[config.mk]
export PLATFORM = sky130hd
export DESIGN_NAME = adc_sar_seq
export DESIGN_NICKNAME = d
export VERILOG_FILES = /design/src/rtl/adc_seq_pkg.sv /design/src/rtl/adc_seq_ctrl.sv /design/src/rtl/adc_seq_dpath.sv /design/src/rtl/adc_sar_seq.sv
export SDC_FILE = /design/constraint.sdc
export NUM_CORES = 1
export LEC_CHECK = 0
export ABC_AREA = 1
export ABC_CLOCK_PERIOD_IN_PS = 2200
export BUFFER_PORTS_ARGS = -buffer_cell sky130_fd_sc_hd__clkbuf_2
export CORE_AREA = 2 2 80 59
export CTS_BUF_LIST = sky130_fd_sc_hd__clkbuf_4
export DETAILED_ROUTE_END_ITERATION = 12
export DIE_AREA = 0 0 82 61
export PLACE_DENSITY = 0.82
export SKIP_CTS_REPAIR_TIMING = 1
export SYNTH_ARGS = -nofsm -noshare
export SYNTH_HDL_FRONTEND = slang
export SYNTH_SLANG_ARGS = --single-unit
[constraint.sdc]
create_clock -name clk -period 2.2 [get_ports clk]
set_input_delay 0.44 -clock clk [delete_from_list [all_inputs] [get_ports clk]]
set_output_delay 0.44 -clock clk [all_outputs]
set_load 0.05 [all_outputs]
[src/rtl/adc_seq_pkg.sv]
package adc_seq_pkg;

  typedef enum logic [1:0] {
    ST_IDLE  = 2'd0,
    ST_ACQ   = 2'd1,
    ST_CONV  = 2'd2,
    ST_RECOV = 2'd3
  } seqState_t;

  // strobes from control to datapath
  typedef struct packed {
    logic sarInit;
    logic sarStep;
    logic resLoad;
  } dpStrobe_t;

  localparam int unsigned ACQ_MAX = 20;

  // acquisition length in ticks for each code
  function automatic logic [4:0] acqTadCount(input logic [2:0] code);
    logic [4:0] n;
    case (code)
      3'd0:    n = 5'd0;
      3'd1:    n = 5'd2;
      3'd2:    n = 5'd4;
      3'd3:    n = 5'd6;
      3'd4:    n = 5'd8;
      3'd5:    n = 5'd12;
      3'd6:    n = 5'd16;
      default: n = 5'd20;
    endcase
    return n;
  endfunction

endpackage

[src/rtl/adc_seq_ctrl.sv]
module adc_seq_ctrl
  import adc_seq_pkg::*;
#(
  parameter int unsigned DATA_W     = 10,
  parameter int unsigned RECOV_TADS = 2,
  parameter logic [3:0]  TRIG_MODE  = 4'b1011
) (
  input  logic       clk,
  input  logic       rst,
  input  logic       convEnable,
  input  logic       startSet,
  input  logic       startClear,
  input  logic [2:0] acqCode,
  input  logic       tadTick,
  input  logic [3:0] ccpMode,
  input  logic       ccpMatch,
  input  logic       doneClr,
  output logic       busy,
  output logic       sampleConnect,
  output logic       doneFlag,
  output logic       timerReset,
  output logic       startDropped,
  output dpStrobe_t  strobe
);

  localparam int unsigned MAX_A = (ACQ_MAX > DATA_W) ? ACQ_MAX : DATA_W;
  localparam int unsigned MAX_V = (MAX_A > RECOV_TADS) ? MAX_A : RECOV_TADS;
  localparam int unsigned CNT_W = $clog2(MAX_V + 1);

  seqState_t        state;
  logic [CNT_W-1:0] cnt;
  logic [4:0]       acqN;
  logic             trigHit;
  logic             startReq;
  logic             lastCnt;
  logic             lastBit;

  assign acqN     = acqTadCount(acqCode);
  assign trigHit  = ccpMatch && (ccpMode == TRIG_MODE);
  assign startReq = convEnable && (startSet || trigHit);
  assign lastCnt  = (cnt == '0);
  assign lastBit  = (cnt == CNT_W'(DATA_W));

  always_comb begin
    strobe.sarInit = 1'b0;
    strobe.sarStep = 1'b0;
    strobe.resLoad = 1'b0;
    case (state)
      ST_IDLE: strobe.sarInit = startReq && (acqN == 5'd0);
      ST_ACQ:  strobe.sarInit = !startClear && tadTick && lastCnt;
      ST_CONV: begin
        strobe.sarStep = !startClear && tadTick && !lastCnt;
        strobe.resLoad = !startClear && tadTick && lastBit;
      end
      default: ;
    endcase
  end

  assign busy          = (state == ST_ACQ) || (state == ST_CONV);
  assign sampleConnect = !((state == ST_CONV) && !lastCnt);

  always_ff @(posedge clk) begin
    if (rst) begin
      state        <= ST_IDLE;
      cnt          <= '0;
      doneFlag     <= 1'b0;
      timerReset   <= 1'b0;
      startDropped <= 1'b0;
    end else begin
      timerReset   <= trigHit;
      startDropped <= startReq && (state == ST_RECOV);
      if (strobe.resLoad) doneFlag <= 1'b1;
      else if (doneClr)   doneFlag <= 1'b0;

      case (state)
        ST_IDLE: begin
          if (startReq) begin
            if (acqN == 5'd0) begin
              state <= ST_CONV;
              cnt   <= '0;
            end else begin
              state <= ST_ACQ;
              cnt   <= CNT_W'(acqN) - CNT_W'(1);
            end
          end
        end
        ST_ACQ: begin
          if (startClear) begin
            state <= ST_RECOV;
            cnt   <= CNT_W'(RECOV_TADS - 1);
          end else if (tadTick) begin
            if (lastCnt) begin
              state <= ST_CONV;
              cnt   <= '0;
            end else begin
              cnt <= cnt - CNT_W'(1);
            end
          end
        end
        ST_CONV: begin
          if (startClear) begin
            state <= ST_RECOV;
            cnt   <= CNT_W'(RECOV_TADS - 1);
          end else if (tadTick) begin
            if (lastBit) begin
              state <= ST_RECOV;
              cnt   <= CNT_W'(RECOV_TADS - 1);
            end else begin
              cnt <= cnt + CNT_W'(1);
            end
          end
        end
        default: begin
          if (tadTick) begin
            if (lastCnt) state <= ST_IDLE;
            else         cnt   <= cnt - CNT_W'(1);
          end
        end
      endcase
    end
  end

endmodule

[src/rtl/adc_seq_dpath.sv]
module adc_seq_dpath
  import adc_seq_pkg::*;
#(
  parameter int unsigned DATA_W = 10
) (
  input  logic              clk,
  input  logic              rst,
  input  dpStrobe_t         strobe,
  input  logic              cmpIn,
  input  logic              resWrEn,
  input  logic [DATA_W-1:0] resWrData,
  input  logic              busy,
  output logic [DATA_W-1:0] dacCode,
  output logic [DATA_W-1:0] result
);

  localparam logic [DATA_W-1:0] TOP_BIT = {1'b1, {(DATA_W-1){1'b0}}};

  logic [DATA_W-1:0] sarReg;
  logic [DATA_W-1:0] maskReg;
  logic [DATA_W-1:0] nextSar;

  // keep the trial bit when the comparator says input >= trial
  genvar g;
  generate
    for (g = 0; g < DATA_W; g++) begin : g_bit
      assign nextSar[g] = sarReg[g] | (maskReg[g] & cmpIn);
    end
  endgenerate

  assign dacCode = sarReg | maskReg;

  always_ff @(posedge clk) begin
    if (rst) begin
      sarReg  <= '0;
      maskReg <= '0;
      result  <= '0;
    end else begin
      if (strobe.sarInit) begin
        sarReg  <= '0;
        maskReg <= TOP_BIT;
      end else if (strobe.sarStep) begin
        sarReg  <= nextSar;
        maskReg <= maskReg >> 1;
      end
      if (strobe.resLoad)        result <= nextSar;
      else if (resWrEn && !busy) result <= resWrData;
    end
  end

endmodule

[src/rtl/adc_sar_seq.sv]
module adc_sar_seq
  import adc_seq_pkg::*;
#(
  parameter int unsigned DATA_W     = 10,
  parameter int unsigned RECOV_TADS = 2,
  parameter logic [3:0]  TRIG_MODE  = 4'b1011
) (
  input  logic              clk,
  input  logic              rst,
  input  logic              convEnable,
  input  logic              startSet,
  input  logic              startClear,
  input  logic [2:0]        acqCode,
  input  logic              tadTick,
  input  logic              cmpIn,
  input  logic [3:0]        ccpMode,
  input  logic              ccpMatch,
  input  logic              resWrEn,
  input  logic [DATA_W-1:0] resWrData,
  input  logic              doneClr,
  output logic              busy,
  output logic              sampleConnect,
  output logic [DATA_W-1:0] dacCode,
  output logic [DATA_W-1:0] result,
  output logic              doneFlag,
  output logic              timerReset,
  output logic              startDropped
);

  dpStrobe_t strobe;

  adc_seq_ctrl #(
    .DATA_W(DATA_W), .RECOV_TADS(RECOV_TADS), .TRIG_MODE(TRIG_MODE)
  ) u_ctrl (
    .clk(clk), .rst(rst), .convEnable(convEnable), .startSet(startSet),
    .startClear(startClear), .acqCode(acqCode), .tadTick(tadTick),
    .ccpMode(ccpMode), .ccpMatch(ccpMatch), .doneClr(doneClr),
    .busy(busy), .sampleConnect(sampleConnect), .doneFlag(doneFlag),
    .timerReset(timerReset), .startDropped(startDropped), .strobe(strobe)
  );

  adc_seq_dpath #(.DATA_W(DATA_W)) u_dpath (
    .clk(clk), .rst(rst), .strobe(strobe), .cmpIn(cmpIn),
    .resWrEn(resWrEn), .resWrData(resWrData), .busy(busy),
    .dacCode(dacCode), .result(result)
  );

endmodule

=== After elaboration in Yosys (flattened, before gate mapping) ===
Index checks and enable logic that the tools add are counted.
W data, S select, Z words.

* Logic and storage cells: 109
* Bits in registers: 40
* Output and inout port bits: 25
* Bits of input ports: 27

* Reduce and logical (&&, ||, !) cells: 28
* Muxes and demuxes: 31
* Equal/unequal tests: 17
* Bitwise gates (word level): 21
* Add/subtract/negate cells: 3

{| class="wikitable"
|+ Operators by type and width
! kind !! count
|-
| $mux W5 || 10
|-
| $mux W10 || 4
|-
| $pmux W5 S7 || 1
|-
| $mux W2 || 11
|-
| $pmux W5 S3 || 1
|-
| $and A1 B1 Y1 || 10
|-
| $logic_and A1 B1 Y1 || 10
|-
| $logic_not A5 Y1 || 2
|-
| $or A1 B1 Y1 || 10
|-
| $or A10 B10 Y10 || 1
|-
| $sub A5 B1 Y5 const B || 2
|-
| $eq A3 B3 Y1 const B || 3
|-
| $reduce_bool A4 Y1 || 2
|-
| $reduce_and A7 Y1 || 1
|-
| $eq A3 B2 Y1 const B || 2
|-
| $ne A3 B2 Y1 const B || 2
|-
| $ne A3 B3 Y1 const B || 2
|-
| $pmux W2 S3 || 1
|-
| $reduce_bool A2 Y1 || 3
|-
| $add A5 B1 Y5 const B || 1
|-
| $eq A5 B4 Y1 const B || 1
|-
| $reduce_and A5 Y1 || 1
|-
| $eq A2 B2 Y1 const B || 2
|-
| $eq A4 B4 Y1 const B || 1
|-
| other kinds (11) || 16
|}

=== Depth between registers and ports, before layout ===
Gate-level depths: netlist of run 1.

* Depth after elaboration: 7
* Gate-level depth with buffers: 16
* Depth with buffers taken out: 16

=== Hierarchy ===
From an unflattened synthesis of run 1, not the netlist that was laid out.

* Cells, all modules: 346
* Area total of the unflattened synthesis: 2468.6 sq um

{| class="wikitable"
|+ Modules (own cells, without submodules)
! module !! seq. area each (sq um) !! area an instance (sq um) !! cells an instance !! instances
|-
| adc_seq_dpath || 600.6 || 1435.1 || 182 || 1
|-
| adc_seq_ctrl || 200.2 || 1033.5 || 164 || 1
|}

=== Least setup slack after synthesis of run 1 ===
OpenSTA, ideal clock, no wires.

* Kind: register -> register
* From: register u_ctrl.state[0]
* To: register u_ctrl.cnt[0]
* Setup time: 0.113 ns
* Data required time: 2.087 ns
* Clock period less this slack: 1.730 ns
* Arrival time: 1.617 ns
* Stages on the path, launching flop included: 8
* Path slack: 0.470 ns
* Buffers on the path: 0
* Cell sequence: dfxtp_1 > inv_1 > ha_1 > o211ai_1 > nand2_1 > nand3_2 > nor2_1 > nor2_1

* Word-level cells in the longest chain between the ends: 3
* Elaborated cells between the ends (all ways): 10
* Those cells by class: eq/ne (6); mux (1); reduce/logical (3)

{| class="wikitable"
|+ Ends and longest elaborated chain
! element !! RTL line !! text
|-
| start, declared || adc_seq_ctrl.sv:30 || <nowiki>seqState_t state;</nowiki>
|-
| start signal, assigned || adc_seq_ctrl.sv:64 || <nowiki>state <= ST_IDLE;</nowiki>
|-
| start signal, assigned || adc_seq_ctrl.sv:79 || <nowiki>state <= ST_CONV;</nowiki>
|-
| start signal, assigned || adc_seq_ctrl.sv:82 || <nowiki>state <= ST_ACQ;</nowiki>
|-
| $eq A2 B2 Y1, or another cell as far along || adc_seq_ctrl.sv:75 || <nowiki>case (state)</nowiki>
|-
| $ne A4 B4 Y1 (no source line), or another cell as far along || -- ||
|-
| $reduce_and A5 Y1 (no source line) || -- ||
|-
| end signal, assigned || adc_seq_ctrl.sv:83 || <nowiki>cnt <= CNT_W'(acqN) - CNT_W'(1);</nowiki>
|-
| end signal, assigned || adc_seq_ctrl.sv:90 || <nowiki>cnt <= CNT_W'(RECOV_TADS - 1);</nowiki>
|-
| end signal, assigned || adc_seq_ctrl.sv:96 || <nowiki>cnt <= cnt - CNT_W'(1);</nowiki>
|-
| end, declared || adc_seq_ctrl.sv:31 || <nowiki>logic [CNT_W-1:0] cnt;</nowiki>
|}

Parallel ways exist; a longest one is shown, timed or not.
A chain may end at the register's enable or synchronous reset.

=== Worst setup path after layout of run 1 ===
* From: register u_ctrl.cnt[0]
* To: output sampleConnect

* Word-level cells in the longest chain between the ends: 4

{| class="wikitable"
|+ Ends and longest elaborated chain
! element !! RTL line !! text
|-
| $logic_not A5 Y1 || adc_seq_ctrl.sv:41 || <nowiki>assign lastCnt = (cnt == '0);</nowiki>
|-
| $logic_not A1 Y1 || adc_seq_ctrl.sv:60 || <nowiki>assign sampleConnect = !((state == ST_CONV) && !lastCnt);</nowiki>
|-
| $logic_and A1 B1 Y1 || adc_seq_ctrl.sv:60 ||
|-
| $logic_not A1 Y1 || adc_seq_ctrl.sv:60 ||
|-
| end, declared || adc_sar_seq.sv:22 || <nowiki>output logic sampleConnect,</nowiki>
|}

No other way between the ends.

==> results of run 1 <==
[stage by stage]
step | std cells | hold slack, ps
6_report | 452 | 334
5_1_grt | 452 | 343
4_1_cts | 452 | 333
3_5_place_dp | 444 | 467
3_3_place_gp | 444 | 454
2_1_floorplan | 345 | 439
[layout by cell type (no fill, tap or decap), types with 2 or more instances in the layout]
cell type / instances
sky130_fd_sc_hd__nor2_4: 2
sky130_fd_sc_hd__xor2_1: 2
sky130_fd_sc_hd__or2_2: 3
sky130_fd_sc_hd__inv_2: 4
sky130_fd_sc_hd__dfxtp_1: 40
sky130_fd_sc_hd__clkbuf_4: 5
sky130_fd_sc_hd__clkinv_1: 2
sky130_fd_sc_hd__clkbuf_2: 50
sky130_fd_sc_hd__a21oi_1: 19
sky130_fd_sc_hd__o21ai_0: 24
sky130_fd_sc_hd__ha_1: 9
sky130_fd_sc_hd__nor2_1: 31
sky130_fd_sc_hd__a31oi_1: 7
sky130_fd_sc_hd__nand3_2: 2
sky130_fd_sc_hd__xnor2_1: 2
sky130_fd_sc_hd__nand3_1: 17
sky130_fd_sc_hd__nand3_4: 2
sky130_fd_sc_hd__nor3_1: 3
sky130_fd_sc_hd__inv_1: 45
sky130_fd_sc_hd__nand2_1: 113
sky130_fd_sc_hd__nand4_1: 4
[power groups by stage]
stage / logic [mW] / registers [mW] / clock network (mW)
6_report: 1.27 / 0.912 / 0.473
2_1_floorplan: 0.868 / 1.06 / 0
3_3_place_gp: 1.23 / 0.923 / 0
4_1_cts: 1.26 / 0.911 / 0.478
3_5_place_dp: 1.25 / 0.928 / 0
5_1_grt: 1.41 / 0.925 / 0.508
[area by class of cell]
class	instances	area (sq um)
inverters	50	190
clock inverters	3	37.5
well taps	55	68.8
multi-input cells	247	1240
clock buffers	5	37.5
flip-flops and latches	40	801
fillers	418	1570
repair buffers	52	263
[registers in the layout, summed over array words and instances (netlist names)]
signal               count
u_ctrl.cnt               5
u_ctrl.doneFlag          1
u_ctrl.startDropped      1
u_ctrl.state             2
u_ctrl.timerReset        1
u_dpath.maskReg         10
u_dpath.result          10
u_dpath.sarReg          10
[routing by layer]
layer  up-vias  global-route usage  part of all wire
met5         -                   0                 0
met4         0              0.0429            0.0075
met3         6              0.0551             0.084
met2        92               0.345              0.41
met1      1027               0.345              0.50
li1       1191                   -                 -
[logic make-up after synthesis]
group / share of synthesized area
DFF: 0.349
and+or+nand+nor: 0.349
xor gates and xnor gates: 0.0153
AOI/OAI and AO/OA: 0.128
adders and majority gates: 0.0491
buffers and inverters: 0.110
[worst max-delay path, cell delays in order (launching register included)]
cell	delay, ps
sky130_fd_sc_hd__dfxtp_1	360
sky130_fd_sc_hd__inv_1	160
sky130_fd_sc_hd__ha_1	290
sky130_fd_sc_hd__nand3_4	170
sky130_fd_sc_hd__nand2_1	100
sky130_fd_sc_hd__buf_2	260
[worst paths after layout]
kind | cells after the start | slack (ps) | end
max | 5 | 80 | sampleConnect
min | 4 | 330 | u_ctrl.timerReset
min reg2reg | 2 | 480 | u_ctrl.doneFlag
max reg2reg | 9 | 290 | u_dpath.result[9]
==> load_flow_metrics.sql, run 1 <==
INSERT INTO impl_metrics (metric_group, metric, value, unit) VALUES
('die', 'design.die.area', '5000', 'sq um'),
('hold_path', 'worst_hold_path_type', 'primary input to flip-flop', ''),
('grt', 'globalRoute.totalOverflow', '0', ''),
('setup_path', 'crit_required', '1760', 'ps'),
('timing', 'period_share', '0.965', ''),
('logic_synthesis', 'ys_top_cells_by_area', 'sky130_fd_sc_hd__dfxtp_1 (35%), sky130_fd_sc_hd__nand2_1 (18%), sky130_fd_sc_hd__inv_1 (7.4%)', ''),
('timing', 'number_of_setup_violations_in_the_final_report', '0', ''),
('timing', 'fin_worst_skew', '8.46', 'ps'),
('die', 'pin_count', '52', ''),
('setup_path', 'criticalPathCategory', 'flip-flop to output pin', ''),
('placement', 'gp_routability_congestion', '0.958', ''),
('logic_synthesis', 'synthesis.nets', '381', ''),
('hold_path', 'min-delay-start', 'ccpMode[2]', ''),
('setup_path', 'worst_setup_path_startpoint', 'u_ctrl.cnt[0]', ''),
('cells_and_area', 'n_antenna_cell', '0', ''),
('cts', 'tritoncts', 'yes', ''),
('die', 'die_width', '82', 'microns'),
('logic_synthesis', 'ys.flop_type', 'sky130_fd_sc_hd__dfxtp_1', ''),
('timing', 'hold_viol_final', '0', ''),
('cts', 'clk_latency', '340', 'ps'),
('die', 'num_rows', '20', ''),
('setup_path', 'worstSetupStartpointType', 'flip-flop', ''),
('detailed_routing', 'drc', '0', ''),
('cts', 'clock_tree.htree_level_count', '2', ''),
('power_and_ir_drop', 'p_seq_frac', '0.343', ''),
('die', 'chipHeight', '61', 'microns'),
('detailed_routing', 'detailed_route_iter0_violations', '124', ''),
('detailed_routing', 'detailedRoute.firstPassIterationCount', '4', ''),
('cells_and_area', 'drive_gt1_frac', '0.194', ''),
('detailed_routing', 'antenna_violating_nets_post_route', '0', ''),
('grt', 'first_global_vias', '2028', ''),
('detailed_routing', 'routed-via-count', '2316', ''),
('timing', 'finalMaxSlewViolations', '0', ''),
('logic_synthesis', 'yosysTopAreaCell', 'sky130_fd_sc_hd__dfxtp_1', ''),
('logic_synthesis', 'synth_seq_cells', '40', ''),
('timing', 'setup_repair_after_global_routing_missed_its_margin', 'false', ''),
('cts', 'clk_path_buf_depth', '2', ''),
('run_status', 'run_status', 'completed', ''),
('cells_and_area', 'number_of_nets_in_the_final_layout', '432', ''),
('power_and_ir_drop', 'powerDensity', '1010', 'nW/um^2'),
('setup_path', 'r2r_start', 'u_ctrl.state[0]', ''),
('logic_synthesis', 'post-synth-top-count-cell', 'sky130_fd_sc_hd__nand2_1', ''),
('logic_synthesis', 'yosys_warn_count', '0', ''),
('power_and_ir_drop', 'power.switching', '1.23', 'mW'),
('power_and_ir_drop', 'pwr-share-comb', '0.479', ''),
('power_and_ir_drop', 'p_sw_frac', '0.464', ''),
('grt', 'grt_pass1_wl', '8900', 'microns'),
('cts', 'cts-buffers-inserted', '5', ''),
('logic_synthesis', 'synthesis.instances', '345', ''),
('grt', 'grt_max_degree', '21', ''),
('placement', 'dpl-instance-area', '2560', 'sq um'),
('cells_and_area', 'fin_area', '2640', 'sq um'),
('cells_and_area', 'area_growth_syn_to_layout', '15.0', '%'),
('job', 'max_cap_viol_count', '0', ''),
('logic_synthesis', 'netlist-cell-type-count', '30', ''),
('grt', 'initial_antenna_violation_count', '0', ''),
('timing', 'timing.max_slew.rel_slack', '0.737', ''),
('power_and_ir_drop', 'cellLeakagePower', '1.35', 'nW'),
('placement', 'io_buffers', '51', ''),
('cells_and_area', 'postLayoutCoreUtil', '0.628', ''),
('die', 'starting_density', '0.546', ''),
('power_and_ir_drop', 'post-layout-total-power', '2.66', 'mW'),
('placement', 'setup_slack_placement', '182', 'ps'),
('timing', 'max_slew.worst_pin.slew', '394', 'ps'),
('setup_path', 'arrival', '1680', 'ps'),
('logic_synthesis', 'postSynth.asyncResetShare', '0', ''),
('power_and_ir_drop', 'power_frac_clock', '0.178', ''),
('detailed_routing', 'avgViaCountPerCell', '5.12', ''),
('placement', 'detailedPlacementHpwl', '4230', 'microns'),
('grt', 'global_route.usage.total', '0.232', ''),
('cts', 'worst_setup_hold_path_clk_slew', '120', 'ps');
(Power assumes the default switching activity.)
==> inputs of run 2 (changes only) <==
- BUFFER_PORTS_ARGS: -buffer_cell sky130_fd_sc_hd__clkbuf_2 -> unset
- CORE_AREA: 2 2 80 59 -> 2 2 77 57
- DIE_AREA: 0 0 82 61 -> 0 0 79 59
- DONT_BUFFER_PORTS: unset -> 1
- PLACE_DENSITY: 0.82 -> 0.76
==> run 2 against run 1 <==
  * Global-route usage increased by 0.78 points
  * Fmax increased by 5.4%
  * Via count decreased by 12%
  * Register-to-register slack about the same
  * Combinational power decreased by 19%
  * Highest routed layer unchanged
  * Sequential share of layout area increased by 3.5 points
  * Core utilization decreased by 1.4 points
  * Critical path depth decreased by 1
  * Sequential cell count unchanged
==> load_flow_metrics.sql, run 2 (synthesized netlist as in run 1, its figures left out) <==
INSERT INTO impl_metrics (metric_group, metric, value, unit) VALUES
('timing', 'number_of_setup_violations_in_the_final_report', '0', ''),
('detailed_routing', 'detailed_route_iter0_violations', '109', ''),
('power_and_ir_drop', 'p_sw_frac', '0.481', ''),
('cts', 'clock-sinks', '40', ''),
('setup_path', 'path_cells', 'inv_1 -> ha_1 -> nand3_4 -> nand2_2', ''),
('setup_path', 'timing.critical_path.slowest_stage_cell', 'sky130_fd_sc_hd__dfxtp_1', ''),
('placement', 'setup_slack_placement', '316', 'ps'),
('power_and_ir_drop', 'power.switching', '1.19', 'mW'),
('placement', 'detailedPlacementHpwl', '4030', 'microns'),
('die', 'starting_density', '0.596', ''),
('power_and_ir_drop', 'p_seq_frac', '0.438', ''),
('timing', 'finalMaxSlewViolations', '0', ''),
('grt', 'first_global_vias', '1828', ''),
('placement', 'io_buffers', '0', ''),
('timing', 'fin_worst_skew', '10.1', 'ps'),
('setup_path', 'criticalPathCategory', 'flip-flop to output pin', ''),
('hold_path', 'min-delay-start', 'rst', ''),
('setup_path', 'timing.critical_path.fanout_max', '6', ''),
('timing', 'post-route-worst-setup-slack', '187', 'ps'),
('timing', 'fin_tns_setup', '0', 'ps'),
('timing', 'hold_viol_final', '0', ''),
('placement', 'gp_routability_congestion', '0.845', ''),
('setup_path', 'end_kind', 'output pin', ''),
('die', 'die_width', '79', 'microns'),
('cts', 'clock_tree.htree_level_count', '2', ''),
('cells_and_area', 'nFillCells', '378', ''),
('timing', 'period_share', '0.915', ''),
('grt', 'globalRoute.totalOverflow', '0', ''),
('timing', 'setup_repair_after_global_routing_missed_its_margin', 'false', ''),
('power_and_ir_drop', 'pwr-share-comb', '0.418', ''),
('detailed_routing', 'totalWireLength', '5230', 'microns'),
('timing', 'max_slew.worst_pin.slew', '535', 'ps'),
('grt', 'initial_antenna_violation_count', '0', ''),
('cells_and_area', 'largestRegisters', 'u_dpath.maskReg x10, u_dpath.result x10, u_dpath.sarReg x10', ''),
('power_and_ir_drop', 'cellLeakagePower', '1.13', 'nW'),
('setup_path', 'worst_setup_path_startpoint', 'u_ctrl.cnt[0]', ''),
('cells_and_area', 'final_cell_mix', 'sky130_fd_sc_hd__nand2_1 (112), sky130_fd_sc_hd__inv_1 (45), sky130_fd_sc_hd__dfxtp_1 (40), sky130_fd_sc_hd__nor2_1 (31), sky130_fd_sc_hd__o21ai_0 (24)', ''),
('die', 'core', '3850', 'sq um'),
('power_and_ir_drop', 'powerDensity', '1040', 'nW/um^2'),
('cells_and_area', 'number_of_nets_in_the_final_layout', '382', ''),
('setup_path', 'crit_required', '1760', 'ps'),
('die', 'pin_count', '52', ''),
('cts', 'clockRootBuffer', 'sky130_fd_sc_hd__clkbuf_4', ''),
('timing', 'timing.max_slew.rel_slack', '0.643', ''),
('setup_path', 'worstSetupStartpointType', 'flip-flop', ''),
('detailed_routing', 'detailedRoute.firstPassIterationCount', '4', ''),
('power_and_ir_drop', 'power_frac_clock', '0.144', ''),
('die', 'design.die.area', '4660', 'sq um'),
('cells_and_area', 'layout_commonest_cell', 'sky130_fd_sc_hd__nand2_1', ''),
('cts', 'clk_path_buf_depth', '2', ''),
('detailed_routing', 'avgViaCountPerCell', '5.14', ''),
('cells_and_area', 'drive_gt1_frac', '0.0838', ''),
('setup_path', 'critPathMaxStageDelay', '360', 'ps'),
('timing', 'layout_min_cycle_time', '2010', 'ps'),
('detailed_routing', 'antenna_violating_nets_post_route', '0', ''),
('cts', 'tritoncts', 'yes', ''),
('cells_and_area', 'area_growth_syn_to_layout', '3.05', '%'),
('setup_path', 'r2r_start', 'u_ctrl.state[0]', ''),
('setup_path', 'arrival', '1570', 'ps'),
('grt', 'grt_max_degree', '21', ''),
('cts', 'clk_latency', '340', 'ps'),
('detailed_routing', 'drt-wirelength-per-cell', '13.1', 'microns'),
('power_and_ir_drop', 'power.internal', '1.28', 'mW'),
('die', 'chipHeight', '59', 'microns'),
('run_status', 'run_status', 'completed', ''),
('cts', 'cts-buffers-inserted', '5', ''),
('detailed_routing', 'routed-via-count', '2045', ''),
('power_and_ir_drop', 'max-vdd-ir-drop', '593', 'uV'),
('hold_path', 'worst_hold_path_type', 'primary input to flip-flop', ''),
('cells_and_area', 'n_antenna_cell', '0', ''),
('grt', 'global_route.usage.total', '0.239', ''),
('grt', 'grt_pass1_wl', '8660', 'microns'),
('detailed_routing', 'drc', '0', ''),
('timing', 'fmaxAchievable', '0.497', 'GHz'),
('cts', 'worst_setup_hold_path_clk_slew', '120', 'ps'),
('job', 'max_cap_viol_count', '0', ''),
('die', 'num_rows', '19', '');
## run 2: cell types whose count changed in the layout (fill, tap and decap cells not counted), sizes merged
cell    previous run  this run
bufinv             1         0
clkbuf            55         6
clkinv             2         1
## run 2: critical path, delay by kind of cell, from the launching register on
family                   cells  cell delay, ps
AND/OR/NAND/NOR              2             430
adder cells (fa/ha/maj)      1             280
flip-flops                   1             360
buffers and inverters        1             160
## run 2: cell type report
cell class	instances	area, sq um	area share
inverters	50	190	0.0804
multi-input cells	247	1240	0.526
flip-flops and latches	40	801	0.339
clock buffers	6	45.0	0.0190
repair buffers	2	15.0	0.00635
clock inverters	1	5.00	0.00212
well taps	52	65.1	0.0275
## run 2: path summary, 6_finish.rpt
path / to / slack (ps) / cells after the start
max reg2reg: u_dpath.result[2] / 280 / 9
min reg2reg: u_dpath.maskReg[8] / 470 / 2
max: sampleConnect / 190 / 4
min: u_ctrl.timerReset / 150 / 1
## run 2: power groups by stage
| stage | clock (mW) | combinational, mW | sequential (mW) |
|---|---|---|---|
| after floorplan | 0 | 0.868 | 1.06 |
| after global placement | 0 | 1.00 | 1.10 |
| after detailed placement | 0 | 1.02 | 1.10 |
| after CTS | 0.363 | 1.02 | 1.08 |
| after global routing | 0.403 | 1.18 | 1.10 |
| final | 0.355 | 1.03 | 1.08 |
## run 2: metal layers
metal,vias to the layer above,wire [microns],part of all wire,GRT usage
li1,1086,-,-,-
met1,891,2720,0.52,0.365
met2,64,2000,0.38,0.322
met3,4,479,0.092,0.0808
met4,0,35,0.0067,0.0591
met5,-,0,0,0
## run 2: stage by stage
stage | total power [mW] | hold slack (ps) | std cells | utilization | instance area, sq um
after floorplan | 1.93 | 439 | 345 | - | 2290
after global placement | 2.10 | 455 | 391 | 0.600 | 2310
after detailed placement | 2.11 | 454 | 391 | 0.600 | 2310
after CTS | 2.47 | 139 | 398 | 0.613 | 2360
after global routing | 2.68 | 116 | 398 | 0.614 | 2360
final | 2.47 | 153 | 398 | 0.614 | 2360
==> inputs of run 3 (changes only) <==
- CORE_AREA: 2 2 77 57 -> 2 2 80 59
- DIE_AREA: 0 0 79 59 -> 0 0 82 61
- RECOVER_POWER: unset -> 25
- SYNTH_HIERARCHICAL: unset -> 1
==> run 3 against run 2 <==
  * Final cell count up 1.0%
  * Synthesized area up 7.6%
  * Largest power group unchanged
  * Synthesized cell count up 0.29%
  * Die area up 7.3%
  * Largest cell class unchanged
  * Register-to-register slack worse by 30 ps
==> load_flow_metrics.sql, run 3 <==
INSERT INTO impl_metrics (metric_group, metric, value, unit) VALUES
('run_status', 'run_status', 'completed', ''),
('timing', 'max_slew.worst_pin.slew', '775', 'ps'),
('detailed_routing', 'detailed_route_iter0_violations', '166', ''),
('power_and_ir_drop', 'max-vdd-ir-drop', '630', 'uV'),
('timing', 'setup_repair_after_global_routing_missed_its_margin', 'false', ''),
('logic_synthesis', 'netlist-cell-type-count', '33', ''),
('setup_path', 'end_kind', 'output pin', ''),
('timing', 'timing.max_slew.rel_slack', '0.483', ''),
('job', 'max_cap_viol_count', '0', ''),
('cts', 'clockRootBuffer', 'sky130_fd_sc_hd__clkbuf_4', ''),
('logic_synthesis', 'synth_seq_cells', '40', ''),
('setup_path', 'ff2ff_setup_slack', '250', 'ps'),
('die', 'die_width', '82', 'microns'),
('setup_path', 'worstSetupStartpointType', 'flip-flop', ''),
('grt', 'first_global_vias', '1749', ''),
('grt', 'grt_max_degree', '19', ''),
('timing', 'fmaxAchievable', '0.496', 'GHz'),
('die', 'core', '4200', 'sq um'),
('power_and_ir_drop', 'power.internal', '1.33', 'mW'),
('setup_path', 'reg2reg_to', 'u_dpath/result[8]', ''),
('timing', 'hold_viol_final', '0', ''),
('cts', 'cts-buffers-inserted', '5', ''),
('die', 'num_rows', '20', ''),
('die', 'pin_count', '52', ''),
('grt', 'global_route.usage.total', '0.223', ''),
('cells_and_area', 'drive_gt1_frac', '0.170', ''),
('timing', 'period_share', '0.916', ''),
('grt', 'initial_antenna_violation_count', '0', ''),
('logic_synthesis', 'ys.flop_type', 'sky130_fd_sc_hd__dfxtp_1', ''),
('setup_path', 'cp.buffers_inverters', '1', ''),
('cts', 'tritoncts', 'yes', ''),
('logic_synthesis', 'synth.top_cell.area_share', '0.324', ''),
('setup_path', 'timing.critical_path.slowest_stage_cell', 'sky130_fd_sc_hd__dfxtp_1', ''),
('logic_synthesis', 'synthesis.nets', '382', ''),
('placement', 'io_buffers', '0', ''),
('timing', 'number_of_setup_violations_in_the_final_report', '0', ''),
('setup_path', 'r2r_start', 'u_ctrl/state[0]', ''),
('logic_synthesis', 'number_of_flops_mapped_to_enable_cells_by_yosys', '0', ''),
('setup_path', 'critPathMaxStageDelay', '460', 'ps'),
('die', 'chipHeight', '61', 'microns'),
('detailed_routing', 'totalWireLength', '5290', 'microns'),
('detailed_routing', 'antenna_violating_nets_post_route', '0', ''),
('setup_path', 'critical_path_end', 'sampleConnect', ''),
('power_and_ir_drop', 'power.switching', '1.26', 'mW'),
('cts', 'clock_tree.htree_level_count', '2', ''),
('cells_and_area', 'n_antenna_cell', '0', ''),
('cells_and_area', 'layout_commonest_cell', 'sky130_fd_sc_hd__nand2_1', ''),
('cells_and_area', 'multi_input_comb_area', '1390', 'sq um'),
('power_and_ir_drop', 'cellLeakagePower', '1.10', 'nW'),
('timing', 'layout_min_cycle_time', '2020', 'ps'),
('power_and_ir_drop', 'p_seq_frac', '0.435', ''),
('placement', 'gp_routability_congestion', '0.954', ''),
('timing', 'finalMaxSlewViolations', '0', ''),
('cts', 'clock-sinks', '40', ''),
('cts', 'worst_setup_hold_path_clk_slew', '120', 'ps'),
('cells_and_area', 'nFillCells', '402', ''),
('timing', 'fin_worst_skew', '7.64', 'ps'),
('setup_path', 'arrival', '1580', 'ps'),
('grt', 'globalRoute.totalOverflow', '0', ''),
('power_and_ir_drop', 'pwr-share-comb', '0.428', ''),
('detailed_routing', 'avgViaCountPerCell', '5.29', ''),
('hold_path', 'worst_hold_path_type', 'primary input to flip-flop', ''),
('grt', 'grt_pass1_wl', '8280', 'microns'),
('setup_path', 'ff2ff_path_depth', '9', ''),
('logic_synthesis', 'synth_area_per_cell', '7.13', 'sq um'),
('setup_path', 'criticalPathCategory', 'flip-flop to output pin', ''),
('cells_and_area', 'area_growth_syn_to_layout', '1.93', '%'),
('logic_synthesis', 'synth_cell_count_leaders', 'sky130_fd_sc_hd__nand2_1 (89), sky130_fd_sc_hd__dfxtp_1 (40), sky130_fd_sc_hd__inv_1 (36)', ''),
('cells_and_area', 'final_cell_mix', 'sky130_fd_sc_hd__nand2_1 (88), sky130_fd_sc_hd__dfxtp_1 (40), sky130_fd_sc_hd__inv_1 (36), sky130_fd_sc_hd__nand3_1 (28), sky130_fd_sc_hd__nor2_1 (24)', ''),
('setup_path', 'cp.depth', '4', ''),
('die', 'design.die.area', '5000', 'sq um'),
('logic_synthesis', 'synth_seq_area_share', '0.324', ''),
('logic_synthesis', 'post-synth-top-count-cell', 'sky130_fd_sc_hd__nand2_1', ''),
('power_and_ir_drop', 'powerDensity', '1030', 'nW/um^2'),
('logic_synthesis', 'ys_top_cells_by_area', 'sky130_fd_sc_hd__dfxtp_1 (32%), sky130_fd_sc_hd__nand2_1 (14%), sky130_fd_sc_hd__a21oi_2 (6.4%)', ''),
('die', 'starting_density', '0.587', ''),
('setup_path', 'crit_required', '1760', 'ps'),
('detailed_routing', 'drc', '0', ''),
('logic_synthesis', 'yosysTopAreaCell', 'sky130_fd_sc_hd__dfxtp_1', ''),
('setup_path', 'timing.critical_path.max_delay_family', 'flip-flops', ''),
('timing', 'fin_tns_setup', '0', 'ps'),
('cells_and_area', 'regArea', '801', 'sq um'),
('logic_synthesis', 'synthesis.instances', '346', ''),
('cells_and_area', 'final-instance-count-excl-fill', '402', ''),
('power_and_ir_drop', 'p_sw_frac', '0.486', ''),
('setup_path', 'worst_setup_path_startpoint', 'u_ctrl/cnt[0]', ''),
('detailed_routing', 'routed-via-count', '2127', ''),
('setup_path', 'path_cells', 'inv_1 -> ha_1 -> nand3_4 -> nand2_2', ''),
('cts', 'clk_latency', '340', 'ps'),
('cells_and_area', 'number_of_nets_in_the_final_layout', '382', ''),
('placement', 'post-place-cells', '394', ''),
('logic_synthesis', 'yosys_warn_count', '6', ''),
('detailed_routing', 'drt-wirelength-per-cell', '13.2', 'microns'),
('cts', 'clk_path_buf_depth', '2', ''),
('cells_and_area', 'largestRegisters', 'u_dpath/maskReg x10, u_dpath/result x10, u_dpath/sarReg x10', ''),
('setup_path', 'timing.critical_path.fanout_max', '6', ''),
('logic_synthesis', 'post_synth_instance_area', '2470', 'sq um'),
('detailed_routing', 'detailedRoute.firstPassIterationCount', '5', ''),
('placement', 'detailedPlacementHpwl', '4120', 'microns'),
('logic_synthesis', 'postSynth.asyncResetShare', '0', ''),
('power_and_ir_drop', 'power_frac_clock', '0.136', '');
run 3: power by group through the flow:
stage | Clock, mW | Combinational, mW | Sequential (mW)
6_report | 0.352 | 1.11 | 1.13
5_1_grt | 0.408 | 1.23 | 1.14
4_1_cts | 0.371 | 1.10 | 1.13
3_5_place_dp | 0 | 1.09 | 1.14
3_3_place_gp | 0 | 1.09 | 1.14
2_1_floorplan | 0 | 0.981 | 1.10
run 3: logic make-up (layout without fill, tap and decap cells):
family	after synthesis	count (layout)	share of synthesized area
AO/OA/AOI/OAI	54	54	0.140
adder cells (fa/ha/maj)	9	9	0.0456
flip-flops	40	40	0.324
XOR/XNOR	3	3	0.0106
buffers and inverters	56	57	0.114
AND/OR/NAND/NOR	184	184	0.365
run 3: worst min path at each step:
stage	start	to	cells after the start
2_1_floorplan	u_dpath/sarReg[9]	u_dpath/sarReg[9]	2
3_3_place_gp	u_dpath/sarReg[9]	u_dpath/sarReg[9]	2
3_5_place_dp	u_dpath/sarReg[9]	u_dpath/sarReg[9]	2
4_1_cts	rst	u_dpath/result[8]	1
5_1_grt	rst	u_dpath/result[8]	1
6_report	rst	u_ctrl/cnt[0]	1
run 3: final cells by class:
class                   count  area share
clock buffers               5      0.0149
clock inverters             3     0.00547
inverters                  45      0.0681
multi-input cells         250       0.554
flip-flops and latches     40       0.318
well taps                  55      0.0273
repair buffers              4      0.0119
run 3: per-layer routing:
layer,track usage,share of wire,up-vias
li1,-,-,1103
met1,0.353,0.49,932
met2,0.281,0.39,85
met3,0.0744,0.11,7
met4,0.0571,0.0091,0
met5,0,0,-
run 3: per-stage QoR:
stage | util | worst slack (ps) | hold WS, ps | total power, mW | instance area [sq um]
after floorplan | - | 431 | 446 | 2.08 | 2470
after global placement | 0.586 | 250 | 458 | 2.23 | 2460
after detailed placement | 0.586 | 241 | 464 | 2.24 | 2460
after CTS | 0.598 | 63.4 | 119 | 2.60 | 2510
after global routing | 0.599 | 77.1 | 93.9 | 2.78 | 2520
final | 0.599 | 184 | 135 | 2.58 | 2520
